## src/rtl/twu_pkg.sv

```systemverilog
package twu_pkg;

    typedef enum logic [1:0] {
        ST_IDLE = 2'd0,
        ST_ADDR = 2'd1,
        ST_DATA = 2'd2
    } fsm_e;

    typedef struct packed {
        fsm_e st;
    } ctl_s;

    typedef struct packed {
        logic empty;
        logic low;
        logic popped;
    } pace_s;

endpackage

```

## src/rtl/twu_pacer.sv

```systemverilog
// Registers the FIFO flags and decides whether a pop is safe this cycle.
module twu_pacer
    import twu_pkg::*;
(
    input  logic clk,
    input  logic rst_n,
    input  logic fifo_empty,
    input  logic fifo_low,
    input  logic pop,
    output logic may_pop
);

    pace_s pace_d, pace_q;

    always_comb begin
        pace_d        = pace_q;
        pace_d.empty  = fifo_empty;
        pace_d.low    = fifo_low;
        pace_d.popped = pop;
    end

    always_ff @(posedge clk or negedge rst_n) begin
        if (!rst_n) begin
            pace_q <= '{empty: 1'b1, low: 1'b1, popped: 1'b0};
        end else begin
            pace_q <= pace_d;
        end
    end

    // A clear low-water flag, sampled before the previous pop, still
    // leaves at least four entries. Otherwise pop only when the stale
    // empty flag was clear and no pop happened since it was sampled.
    assign may_pop = !pace_q.empty && (!pace_q.low || !pace_q.popped);

endmodule

```

## src/rtl/twu_hdr_capture.sv

```systemverilog
// Latches command and address on the address strobe and classifies the command.
module twu_hdr_capture #(
    parameter int ADDR_W = 32,
    parameter int CMD_W  = 4,
    parameter logic [CMD_W-1:0] MEMWR_CODE = 4'b0111,
    parameter logic [CMD_W-1:0] MWI_CODE   = 4'b1111,
    parameter bit ACCEPT_MWI = 1'b0
) (
    input  logic              clk,
    input  logic              rst_n,
    input  logic              capture,
    input  logic [ADDR_W-1:0] in_addr,
    input  logic [CMD_W-1:0]  in_cmd,
    output logic              hdr_valid,
    output logic [ADDR_W-1:0] hdr_addr,
    output logic [CMD_W-1:0]  hdr_cmd,
    output logic              hdr_reject,
    output logic              accept
);

    typedef struct packed {
        logic              valid;
        logic [ADDR_W-1:0] addr;
        logic [CMD_W-1:0]  cmd;
        logic              reject;
        logic              accept;
    } hdr_s;

    hdr_s hdr_d, hdr_q;
    logic code_ok;

    generate
        if (ACCEPT_MWI) begin : g_two_codes
            assign code_ok = (in_cmd == MEMWR_CODE) || (in_cmd == MWI_CODE);
        end else begin : g_one_code
            assign code_ok = (in_cmd == MEMWR_CODE);
        end
    endgenerate

    always_comb begin
        hdr_d       = hdr_q;
        hdr_d.valid = 1'b0;
        if (capture) begin
            hdr_d.valid  = 1'b1;
            hdr_d.addr   = in_addr;
            hdr_d.cmd    = in_cmd;
            hdr_d.reject = !code_ok;
            hdr_d.accept = code_ok;
        end
    end

    always_ff @(posedge clk or negedge rst_n) begin
        if (!rst_n) begin
            hdr_q <= '0;
        end else begin
            hdr_q <= hdr_d;
        end
    end

    assign hdr_valid  = hdr_q.valid;
    assign hdr_addr   = hdr_q.addr;
    assign hdr_cmd    = hdr_q.cmd;
    assign hdr_reject = hdr_q.reject && hdr_q.valid;
    assign accept     = hdr_q.accept;

endmodule

```

## src/rtl/twu_word_fwd.sv

```systemverilog
// Registers each popped word toward downstream logic when its burst is accepted.
module twu_word_fwd #(
    parameter int DATA_W = 32,
    parameter int TAG_W  = 3
) (
    input  logic              clk,
    input  logic              rst_n,
    input  logic              pop,
    input  logic              accept,
    input  logic [DATA_W-1:0] in_word,
    input  logic [TAG_W-1:0]  in_stage,
    input  logic              in_last_n,
    output logic              word_valid,
    output logic [DATA_W-1:0] word_data,
    output logic [TAG_W-1:0]  word_stage,
    output logic              word_last
);

    typedef struct packed {
        logic              valid;
        logic [DATA_W-1:0] data;
        logic [TAG_W-1:0]  stage;
        logic              last;
    } word_s;

    word_s word_d, word_q;

    always_comb begin
        word_d       = word_q;
        word_d.valid = 1'b0;
        if (pop && accept) begin
            word_d.valid = 1'b1;
            word_d.data  = in_word;
            word_d.stage = in_stage;
            word_d.last  = !in_last_n;
        end
    end

    always_ff @(posedge clk or negedge rst_n) begin
        if (!rst_n) begin
            word_q <= '0;
        end else begin
            word_q <= word_d;
        end
    end

    assign word_valid = word_q.valid;
    assign word_data  = word_q.data;
    assign word_stage = word_q.stage;
    assign word_last  = word_q.last;

endmodule

```

## src/rtl/tw_burst_unloader.sv

```systemverilog
// Target write burst unloader: address phase, then paced FIFO unloading.
module tw_burst_unloader
    import twu_pkg::*;
#(
    parameter int ADDR_W = 32,
    parameter int DATA_W = 32,
    parameter int CMD_W  = 4,
    parameter int TAG_W  = 3,
    parameter logic [CMD_W-1:0] MEMWR_CODE = 4'b0111,
    parameter logic [CMD_W-1:0] MWI_CODE   = 4'b1111,
    parameter bit ACCEPT_MWI = 1'b0
) (
    input  logic              clk,
    input  logic              rst_n,
    input  logic              tgt_req_n,
    input  logic [ADDR_W-1:0] core_addr,
    input  logic [CMD_W-1:0]  core_cmd,
    input  logic [DATA_W-1:0] core_word,
    input  logic [TAG_W-1:0]  core_stage,
    input  logic              core_last_n,
    input  logic              fifo_empty,
    input  logic              fifo_low,
    output logic              addr_strobe,
    output logic              data_strobe,
    output logic              hdr_valid,
    output logic [ADDR_W-1:0] hdr_addr,
    output logic [CMD_W-1:0]  hdr_cmd,
    output logic              hdr_reject,
    output logic              word_valid,
    output logic [DATA_W-1:0] word_data,
    output logic [TAG_W-1:0]  word_stage,
    output logic              word_last
);

    ctl_s ctl_d, ctl_q;
    logic may_pop;
    logic accept;

    assign addr_strobe = (ctl_q.st == ST_ADDR);
    assign data_strobe = (ctl_q.st == ST_DATA) && may_pop;

    always_comb begin
        ctl_d = ctl_q;
        unique case (ctl_q.st)
            ST_IDLE: if (!tgt_req_n) ctl_d.st = ST_ADDR;
            ST_ADDR: ctl_d.st = ST_DATA;
            ST_DATA: if (data_strobe && !core_last_n) ctl_d.st = ST_IDLE;
            default: ctl_d.st = ST_IDLE;
        endcase
    end

    always_ff @(posedge clk or negedge rst_n) begin
        if (!rst_n) begin
            ctl_q <= '{st: ST_IDLE};
        end else begin
            ctl_q <= ctl_d;
        end
    end

    twu_pacer u_pacer (
        .clk        (clk),
        .rst_n      (rst_n),
        .fifo_empty (fifo_empty),
        .fifo_low   (fifo_low),
        .pop        (data_strobe),
        .may_pop    (may_pop)
    );

    twu_hdr_capture #(
        .ADDR_W     (ADDR_W),
        .CMD_W      (CMD_W),
        .MEMWR_CODE (MEMWR_CODE),
        .MWI_CODE   (MWI_CODE),
        .ACCEPT_MWI (ACCEPT_MWI)
    ) u_hdr (
        .clk        (clk),
        .rst_n      (rst_n),
        .capture    (addr_strobe),
        .in_addr    (core_addr),
        .in_cmd     (core_cmd),
        .hdr_valid  (hdr_valid),
        .hdr_addr   (hdr_addr),
        .hdr_cmd    (hdr_cmd),
        .hdr_reject (hdr_reject),
        .accept     (accept)
    );

    twu_word_fwd #(
        .DATA_W (DATA_W),
        .TAG_W  (TAG_W)
    ) u_fwd (
        .clk        (clk),
        .rst_n      (rst_n),
        .pop        (data_strobe),
        .accept     (accept),
        .in_word    (core_word),
        .in_stage   (core_stage),
        .in_last_n  (core_last_n),
        .word_valid (word_valid),
        .word_data  (word_data),
        .word_stage (word_stage),
        .word_last  (word_last)
    );

endmodule

```

## config.mk

```make
export PLATFORM = sky130hd
export DESIGN_NAME = tw_burst_unloader
export DESIGN_NICKNAME = d
export VERILOG_FILES = /design/src/rtl/twu_pkg.sv /design/src/rtl/twu_pacer.sv /design/src/rtl/twu_hdr_capture.sv /design/src/rtl/twu_word_fwd.sv /design/src/rtl/tw_burst_unloader.sv
export SDC_FILE = /design/constraint.sdc
export NUM_CORES = 1
export LEC_CHECK = 0
export ABC_CLOCK_PERIOD_IN_PS = 1610
export BUFFER_PORTS_ARGS = -buffer_cell sky130_fd_sc_hd__buf_4
export CORE_MARGIN = 5
export CORE_UTILIZATION = 42
export CTS_CLUSTER_DIAMETER = 100
export DETAILED_ROUTE_END_ITERATION = 10
export PLACE_DENSITY = 0.75
export SYNTH_ARGS = -nofsm -noshare
export SYNTH_HDL_FRONTEND = slang
export SYNTH_HIERARCHICAL = 1
export SYNTH_SLANG_ARGS = --single-unit
```

## constraint.sdc

```tcl
create_clock -name clk -period 1.61 [get_ports clk]
set_clock_uncertainty 0.05 [all_clocks]
set_input_delay 0 -clock clk [delete_from_list [all_inputs] [get_ports clk]]
set_output_delay 0 -clock clk [all_outputs]
set_load 0.05 [all_outputs]
```

==> impl_metrics.json, run 1 <==
{
  "synth-seq-cells": 81,
  "core_area_mm2": 0.00781,
  "postSynthCellCount": 211,
  "pin_count": 154,
  "grt_pass1_wl_um": 13700,
  "dpl_cell_area_mm2": 0.00442,
  "clkSlewWorstSetupHoldPaths_ns": 0.09,
  "synth-edff-count": 0,
  "synth_seq_area_share": 0.594,
  "syn_area_mm2": 0.00342,
  "io_buffers": 153,
  "die_w_um": 100,
  "first_iter_violations": 58,
  "htreeDepth": 3,
  "vias_per_cell": 4.54,
  "finalCritPeriodShare": 0.960,
  "ir_worst_vdd_mv": 1.21,
  "drc_errors": 0,
  "crit_slowest_cell": "dfrtp_1",
  "placed_cells": 430,
  "hold_viol_final": 0,
  "fin_area_mm2": 0.00545,
  "antenna_cells": 0,
  "p_leak_nw": 2.64,
  "drv_slew": 0,
  "grtUsageTotal": 0.177,
  "tightestPinTransition_ns": 0.419,
  "worst_setup_path_end_kind": "flop",
  "crit_required_ns": 1.80,
  "initial_utilization": 0.437,
  "slew_headroom": 0.721,
  "final_cells": 521,
  "setup_tns_ns": 0,
  "fillers": 522,
  "drive_above_1_share": 0.606,
  "clk_latency_ns": 0.34,
  "nNetsFinal": 492,
  "ant_nets": 0,
  "synth_area_leaders": "dfrtp_1, mux2_2, mux2_4",
  "row_count": 32,
  "period_needed_ns": 1.55,
  "startpoint_type": "flop",
  "hold_path_class": "input port to asynchronous set/reset pin",
  "wirelength_um": 8650,
  "clockRootBuffer": "clkbuf_8",
  "cap_violations": 0,
  "yosys_warnings": 6,
  "fmax_ghz": 0.647,
  "yosys.area.top_type": "dfrtp_1",
  "synthArstFlopShare": 1.00,
  "synthesis.nets": 288,
  "post-route-util": 0.698,
  "crit_type": "flop to flop",
  "netlist_top_cells_count": "dfrtp_1, mux2_2, buf_4, mux2_4, buf_12",
  "grt_pass1_vias": 2626,
  "synthFlopType": "dfrtp_1",
  "cts_inserted_buffers": 9,
  "setup_viol": 0,
  "grt_max_degree": 37,
  "grt_setup_unrepaired": "no",
  "outcome": "finished, final reports clean",
  "yosysMostFrequentCell": "dfrtp_1",
  "route.vias.total": 2366,
  "synth.distinct_cells": 21,
  "path_delay_family": "simple AND/OR/NAND/NOR gates",
  "grt-ovfl-total": 0,
  "antenna_found_initial": 0,
  "cpPeakStageDelay_ns": 0.41,
  "critPathArrivalTime_ns": 1.74,
  "cts_max_path_buffers": 2,
  "post-cts-setup-buffer-count": 0,
  "synth_top_area_frac": 0.579,
  "avgSynthCellArea_um2": 16.2,
  "tritoncts": "built",
  "place.gp.congestion": 0.698,
  "power_w": 0.0124,
  "cts.sink_count": 81,
  "critPathMaxFanout": 8,
  "die_area_mm2": 0.0100,
  "path_cells": "nor2b_2, and2_4, and2_4, buf_4, mux2_2",
  "wl_per_cell_um": 16.6,
  "area_growth_syn_to_layout_pct": 59.6,
  "cp_common_cell": "and2_4",
  "critPathBufInv": 1,
  "dr.pass1.iters": 4,
  "die_h_um": 100,
  "p_per_area_mw_per_mm2": 2270
}
[sequential cells by signal, indices dropped and copies added, names as in the netlist]
register,cells
u_fwd/word_data,32
u_hdr/hdr_addr,32
u_hdr/hdr_cmd,4
u_fwd/word_stage,3
u_pacer/pace_q,3
ctl_q,2
u_fwd/word_last,1
u_fwd/word_valid,1
u_hdr/accept,1
u_hdr/hdr_q,1
u_hdr/hdr_valid,1
[path summary, 6_finish.rpt]
check	start	endpoint	slack, ns	depth (start not counted)
hold reg to reg	ctl_q[1]	ctl_q[0]	0.38	1
hold / removal	rst_n	u_fwd/word_data[5]	0.07	2
max in group asynchronous	rst_n	u_pacer/pace_q[2]	0.79	3
setup / recovery	ctl_q[0]	u_fwd/word_stage[0]	0.06	5
min in group clk	fifo_low	u_pacer/pace_q[1]	0.26	2
setup reg to reg	ctl_q[0]	u_fwd/word_stage[0]	0.06	5
[power breakdown]
part | switching, W | internal (W)
registers | 0.000551 | 0.00299
logic | 0.00438 | 0.00250
clock network | 0.000739 | 0.00119
[metal layers]
layer  GRT usage  part of all wire
met5           0                 0
met4      0.0819             0.029
met3      0.0542             0.067
met2       0.310              0.54
met1       0.197              0.36
[final cells by class]
class / count / area [µm²] / area share
Timing Repair Buffer: 237 / 2020 / 0.371
Multi-Input combinational cell: 85 / 1010 / 0.185
Clock buffer: 9 / 124 / 0.0227
Sequential cell: 81 / 2030 / 0.372
Clock inverter: 6 / 140 / 0.0257
Tap cell: 102 / 128 / 0.0234
Inverter: 1 / 3.75 / 0.000689
[stage by stage]
stage | hold slack (ns) | setup slack [ns]
after floorplan | -0.346 | -0.0541
after global placement | -0.0907 | 0.0645
after detailed placement | -0.0844 | 0.0314
after CTS | 0.0654 | 0.0259
after global routing | 0.108 | 0.00440
final | 0.0726 | 0.0636
[layout by cell type (no fill, tap or decap), drive strengths merged]
cell type,n
and2,3
mux2,71
a21oi,3
nor2b,1
dlygate4sd3,76
nand4,1
dfrtp,79
dfstp,2
o22ai,1
bufinv,4
or2b,1
and2b,1
o22a,1
buf,161
clkbuf,9
inv,2
clkinv,1
nor3,1
a21o,1
[cell families (layout without fill, tap and decap cells)]
kind of cell	Yosys count	after routing	share of synthesized area
and+or+nand+nor	8	8	0.0158
buffers and inverters	45	253	0.113
AOI/OAI and AO/OA	6	6	0.0121
DFF	81	81	0.594
muxes	71	71	0.265
[what timing repair did]
| action | CTS | global route |
|---|---|---|
| setup endpoints to repair | 0 | 30 |
| gates resized for setup | 0 | 1 |
| hold buffers | 76 | 0 |
| hold endpoints to repair | 157 | 0 |
[worst register-to-register path, cell delays in order (launching register included)]
cell and delay [ns]:
dfrtp_1 0.41, nor2b_2 0.13, and2_4 0.15, and2_4 0.17, buf_4 0.20, mux2_2 0.35
Power figures use the tool's default switching activity.
==> inputs of run 2 (changes only) <==
--- a/config.mk
+++ b/config.mk
@@ -5,13 +5,14 @@
 export SDC_FILE = /design/constraint.sdc
 export NUM_CORES = 1
 export LEC_CHECK = 0
+export ABC_AREA = 1
 export ABC_CLOCK_PERIOD_IN_PS = 1610
 export BUFFER_PORTS_ARGS = -buffer_cell sky130_fd_sc_hd__buf_4
 export CORE_MARGIN = 5
 export CORE_UTILIZATION = 42
 export CTS_CLUSTER_DIAMETER = 100
 export DETAILED_ROUTE_END_ITERATION = 10
-export PLACE_DENSITY = 0.75
+export PLACE_DENSITY = 0.74
 export SYNTH_ARGS = -nofsm -noshare
 export SYNTH_HDL_FRONTEND = slang
 export SYNTH_HIERARCHICAL = 1
==> impl_metrics.json, run 2 <==
{
  "outcome": "finished, final reports clean",
  "syn_area_mm2": 0.00346,
  "synth-seq-cells": 81,
  "cts.sink_count": 81,
  "clk_latency_ns": 0.34,
  "hold_path_class": "input port to asynchronous set/reset pin",
  "worst_setup_path_end_kind": "primary output",
  "tightestPinTransition_ns": 0.535,
  "avgSynthCellArea_um2": 9.20,
  "postSynthCellCount": 376,
  "grt_pass1_vias": 3271,
  "ant_nets": 0,
  "nNetsFinal": 648,
  "yosys.area.top_type": "dfrtp_1",
  "die_w_um": 101,
  "startpoint_type": "flop",
  "initial_utilization": 0.425,
  "clockRootBuffer": "clkbuf_8",
  "fillers": 610,
  "cts_inserted_buffers": 9,
  "finalCritPeriodShare": 0.941,
  "pin_count": 154,
  "synthFlopType": "dfrtp_1",
  "io_buffers": 153,
  "seq_area_mm2": 0.00203,
  "die_h_um": 101,
  "core_area_mm2": 0.00813,
  "grtUsageTotal": 0.190,
  "dpl_cell_area_mm2": 0.00438,
  "vias_per_cell": 4.56,
  "dpl.hpwl_um": 6090,
  "critPathArrivalTime_ns": 1.46,
  "wl_per_cell_um": 14.2,
  "crit_slowest_cell": "dfrtp_1",
  "row_count": 33,
  "area_growth_syn_to_layout_pct": 57.9,
  "cpPeakStageDelay_ns": 0.38,
  "ir_worst_vdd_mv": 1.24,
  "netlist_top_cells_count": "nand2_1, dfrtp_1, buf_4, nand3_1, buf_6",
  "path_delay_family": "flip-flops",
  "wirelength_um": 9690,
  "layout_commonest_cell": "nand2_1",
  "tritoncts": "built",
  "crit_type": "flop to primary output",
  "first_iter_violations": 123,
  "hold_viol_final": 0,
  "drive_above_1_share": 0.325,
  "dr.pass1.iters": 4,
  "placed_cells": 586,
  "drv_slew": 0,
  "cap_violations": 0,
  "synth.distinct_cells": 17,
  "multi_input_area_um2": 960,
  "crit_required_ns": 1.56,
  "setup_viol": 0,
  "antenna_found_initial": 0,
  "route.vias.total": 3106,
  "yosys_warnings": 6,
  "period_needed_ns": 1.51,
  "fmax_ghz": 0.660,
  "grt_max_degree": 43,
  "htreeDepth": 3,
  "yosysMostFrequentCell": "nand2_1",
  "final_cells": 681,
  "critPathBufInv": 2,
  "fin_area_mm2": 0.00546,
  "synth_top_area_frac": 0.571,
  "grt_pass1_wl_um": 15100,
  "cts_max_path_buffers": 2,
  "p_per_area_mw_per_mm2": 2260,
  "drc_errors": 0,
  "p_leak_nw": 2.93,
  "die_area_mm2": 0.0102,
  "synth_area_leaders": "dfrtp_1, nand2_1, buf_4",
  "grt_setup_unrepaired": "yes",
  "synthArstFlopShare": 1.00,
  "clkSlewWorstSetupHoldPaths_ns": 0.08,
  "grt-ovfl-total": 0,
  "antenna_cells": 0,
  "critPathMaxFanout": 14,
  "slew_headroom": 0.643,
  "path_cells": "a21oi_2, nor3b_4, buf_12, buf_8",
  "synth-edff-count": 0,
  "final_cell_mix": "nand2_1, buf_4, dfrtp_1, dlygate4sd3_1, nand3_1",
  "synthesis.nets": 453,
  "synth_seq_area_share": 0.586,
  "place.gp.congestion": 0.777
}
-- run 2: path summary, 6_finish.rpt --
check	endpoint	start	cells past startpoint	slack (ns)
setup / recovery	data_strobe	u_pacer/pace_q[0]	4	0.1
hold / removal	u_hdr/hdr_addr[6]	rst_n	2	0.13
setup reg to reg	u_fwd/word_data[7]	u_pacer/pace_q[0]	6	0.13
hold reg to reg	ctl_q[0]	ctl_q[1]	1	0.42
max in group asynchronous	u_pacer/pace_q[2]	rst_n	3	0.71
min in group clk	u_pacer/pace_q[1]	fifo_low	2	0.26
-- run 2: timing repair --
item | in CTS | in global routing
hold buffers | 76 | 0
setup buffers | 1 | 1
gates cloned | 0 | 1
hold endpoints to repair | 117 | 0
resized for setup | 1 | 3
setup endpoints to repair | 1 | 2
-- run 2: power by group --
part / total (W) / internal (W) / switching [W]
Clock: 0.00198 / 0.00127 / 0.000714
Combinational: 0.00678 / 0.00197 / 0.00481
Sequential: 0.00356 / 0.00299 / 0.000565
-- run 2: worst reg2reg max path: stages (launching register included) --
cell	delay, ns
dfrtp_1	0.38
a21oi_2	0.13
nor3b_4	0.27
buf_4	0.19
nand2_8	0.15
nand2_1	0.12
nand2_1	0.07
-- run 2: layout make-up --
| class | count | share of cell area |
|---|---|---|
| clock buffer | 11 | 0.0277 |
| inverter | 8 | 0.00595 |
| timing repair buffer | 239 | 0.372 |
| tap | 105 | 0.0240 |
| multi-input combinational | 232 | 0.176 |
| clock inverter | 5 | 0.0229 |
| sequential | 81 | 0.371 |
-- run 2: per-layer routing --
layer  vias to the layer above  routed length [µm]  global-route usage  share of wire
met3                        29                 581              0.0353          0.060
met1                      1452                3630               0.204           0.37
met2                       114                5130               0.347           0.53
met4                         0                 351               0.106          0.036
met5                         -                   0                   0              0
li1                       1511                   -                   -              -
-- run 2: through the flow --
| stage | TNS (ns) | hold WS (ns) | power (W) | util | setup slack (ns) |
|---|---|---|---|---|---|
| 2_1_floorplan | -3.84 | -0.346 | 0.00872 | - | -0.129 |
| 3_3_place_gp | 0 | -0.0450 | 0.0100 | 0.538 | 0.168 |
| 3_5_place_dp | 0 | -0.0320 | 0.0102 | 0.538 | 0.123 |
| 4_1_cts | 0 | 0.129 | 0.0123 | 0.667 | 0.0315 |
| 5_1_grt | -0.00860 | 0.175 | 0.0129 | 0.672 | -0.00860 |
| 6_report | 0 | 0.133 | 0.0123 | 0.672 | 0.0956 |
-- run 2: kinds of logic (layout without fill, tap and decap cells) --
| family | count (synthesis) | count (layout) | synth area share |
|---|---|---|---|
| simple gates | 229 | 229 | 0.270 |
| flops | 81 | 81 | 0.586 |
| buf+inv | 63 | 263 | 0.138 |
| compound gates | 3 | 3 | 0.00542 |
==> inputs of run 3 (changes only) <==
--- a/config.mk
+++ b/config.mk
@@ -13,6 +13,7 @@
 export CTS_CLUSTER_DIAMETER = 100
 export DETAILED_ROUTE_END_ITERATION = 10
 export PLACE_DENSITY = 0.74
+export REMOVE_ABC_BUFFERS = 1
 export SYNTH_ARGS = -nofsm -noshare
 export SYNTH_HDL_FRONTEND = slang
 export SYNTH_HIERARCHICAL = 1
==> impl_metrics.json, run 3 (synthesis gave the netlist of run 2 again) <==
{
  "row_count": 33,
  "critPathMaxFanout": 38,
  "fin_area_mm2": 0.00537,
  "vias_per_cell": 4.67,
  "setup_viol": 0,
  "area_growth_syn_to_layout_pct": 55.1,
  "p_leak_nw": 2.87,
  "slew_headroom": 0.582,
  "cts_max_path_buffers": 2,
  "top_layer": "met4",
  "fillers": 595,
  "htreeDepth": 3,
  "finalCritPeriodShare": 0.943,
  "ant_nets": 0,
  "clkSlewWorstSetupHoldPaths_ns": 0.08,
  "layout_commonest_cell": "nand2_1",
  "dpl.hpwl_um": 5920,
  "wl_met3_um": 1170,
  "dr.pass1.iters": 4,
  "worst_setup_path_end_kind": "flop",
  "crit_required_ns": 1.83,
  "grt-ovfl-total": 0,
  "hold_viol_final": 0,
  "pin_count": 154,
  "clk_latency_ns": 0.34,
  "drv_slew": 0,
  "die_w_um": 101,
  "place.gp.congestion": 0.865,
  "wirelength_um": 10100,
  "wl_met2_um": 4640,
  "grt_max_degree": 48,
  "first_iter_violations": 57,
  "nNetsFinal": 647,
  "io_buffers": 153,
  "tritoncts": "built",
  "cap_violations": 0,
  "p_per_area_mw_per_mm2": 2210,
  "drive_above_1_share": 0.318,
  "core_area_mm2": 0.00813,
  "ir_worst_vdd_mv": 1.27,
  "tightestPinTransition_ns": 0.627,
  "final_cell_mix": "nand2_1, buf_4, dfrtp_1, dlygate4sd3_1, nand3_1",
  "post-route-util": 0.660,
  "route.vias.total": 3174,
  "wl_met1_um": 4030,
  "hold_path_class": "input port to asynchronous set/reset pin",
  "drc_errors": 0,
  "grtUsageTotal": 0.208,
  "fmax_ghz": 0.658,
  "initial_utilization": 0.425,
  "antenna_cells": 0,
  "grt_pass1_vias": 3490,
  "cts.sink_count": 81,
  "antenna_found_initial": 0,
  "fin_hold_ws_ns": 0.185,
  "die_h_um": 101,
  "grt_setup_unrepaired": "yes",
  "clockRootBuffer": "clkbuf_8",
  "cts_inserted_buffers": 9,
  "startpoint_type": "flop",
  "crit_type": "flop to flop",
  "outcome": "finished, final reports clean",
  "period_needed_ns": 1.52,
  "grt_pass1_wl_um": 16700,
  "dpl_cell_area_mm2": 0.00438,
  "die_area_mm2": 0.0102,
  "wl_per_cell_um": 14.8,
  "critPathArrivalTime_ns": 1.74,
  "setup_tns_ns": 0
}
-- run 3: worst max-delay path, cell delays in order, from the launching register on --
cell and delay [ns]:
dfrtp_1 0.44, nand2_1 0.12, inv_1 0.10, inv_2 0.48
nand2_1 0.14, nand2_1 0.13
-- run 3: per-stage QoR --
step	setup WS [ns]	cells	total power (W)
4_1_cts	0.00379	680	0.0118
3_3_place_gp	0.121	587	0.0101
6_report	0.0912	680	0.0118
5_1_grt	-0.0275	680	0.0125
3_5_place_dp	0.0675	587	0.0102
2_1_floorplan	-1.41	321	0.00786
-- run 3: report_power, final --
group          switching (W)  internal (W)
sequential          0.000596       0.00299
clock               0.000710      0.000722
combinational        0.00486       0.00197
-- run 3: path summary, 6_finish.rpt --
kind,startpoint,endpoint,slack (ns),depth (start not counted)
setup / recovery,ctl_q[0],u_hdr/hdr_addr[10],0.09,5
hold / removal,rst_n,u_fwd/word_data[2],0.19,2
setup reg to reg,ctl_q[0],u_hdr/hdr_addr[10],0.09,5
hold reg to reg,ctl_q[1],ctl_q[0],0.42,1
max in group asynchronous,rst_n,u_fwd/word_data[21],0.73,3
min in group clk,fifo_low,u_pacer/pace_q[1],0.28,2
-- run 3: cell type report --
cell class                      instances  area, µm²  share of cell area
Clock inverter                          4       53.8              0.0100
Tap cell                              105        131              0.0245
Inverter                                8       30.0             0.00559
Sequential cell                        81       2030               0.378
Multi-Input combinational cell        232        960               0.179
Timing Repair Buffer                  238       2030               0.378
Clock buffer                           12        135              0.0252
-- run 3: per-layer routing --
layer / vias up / track usage
li1: 1506 / -
met1: 1467 / 0.263
met5: - / 0
met2: 178 / 0.328
met3: 23 / 0.0664
met4: 0 / 0.0891
-- run 3: timing repair --
item / in CTS / in global routing
resized for setup: 1 / 6
hold buffers: 76 / 0
hold endpoints to repair: 124 / 0
buffers inserted: 1 / 0
endpoints found under the setup margin: 2 / 4
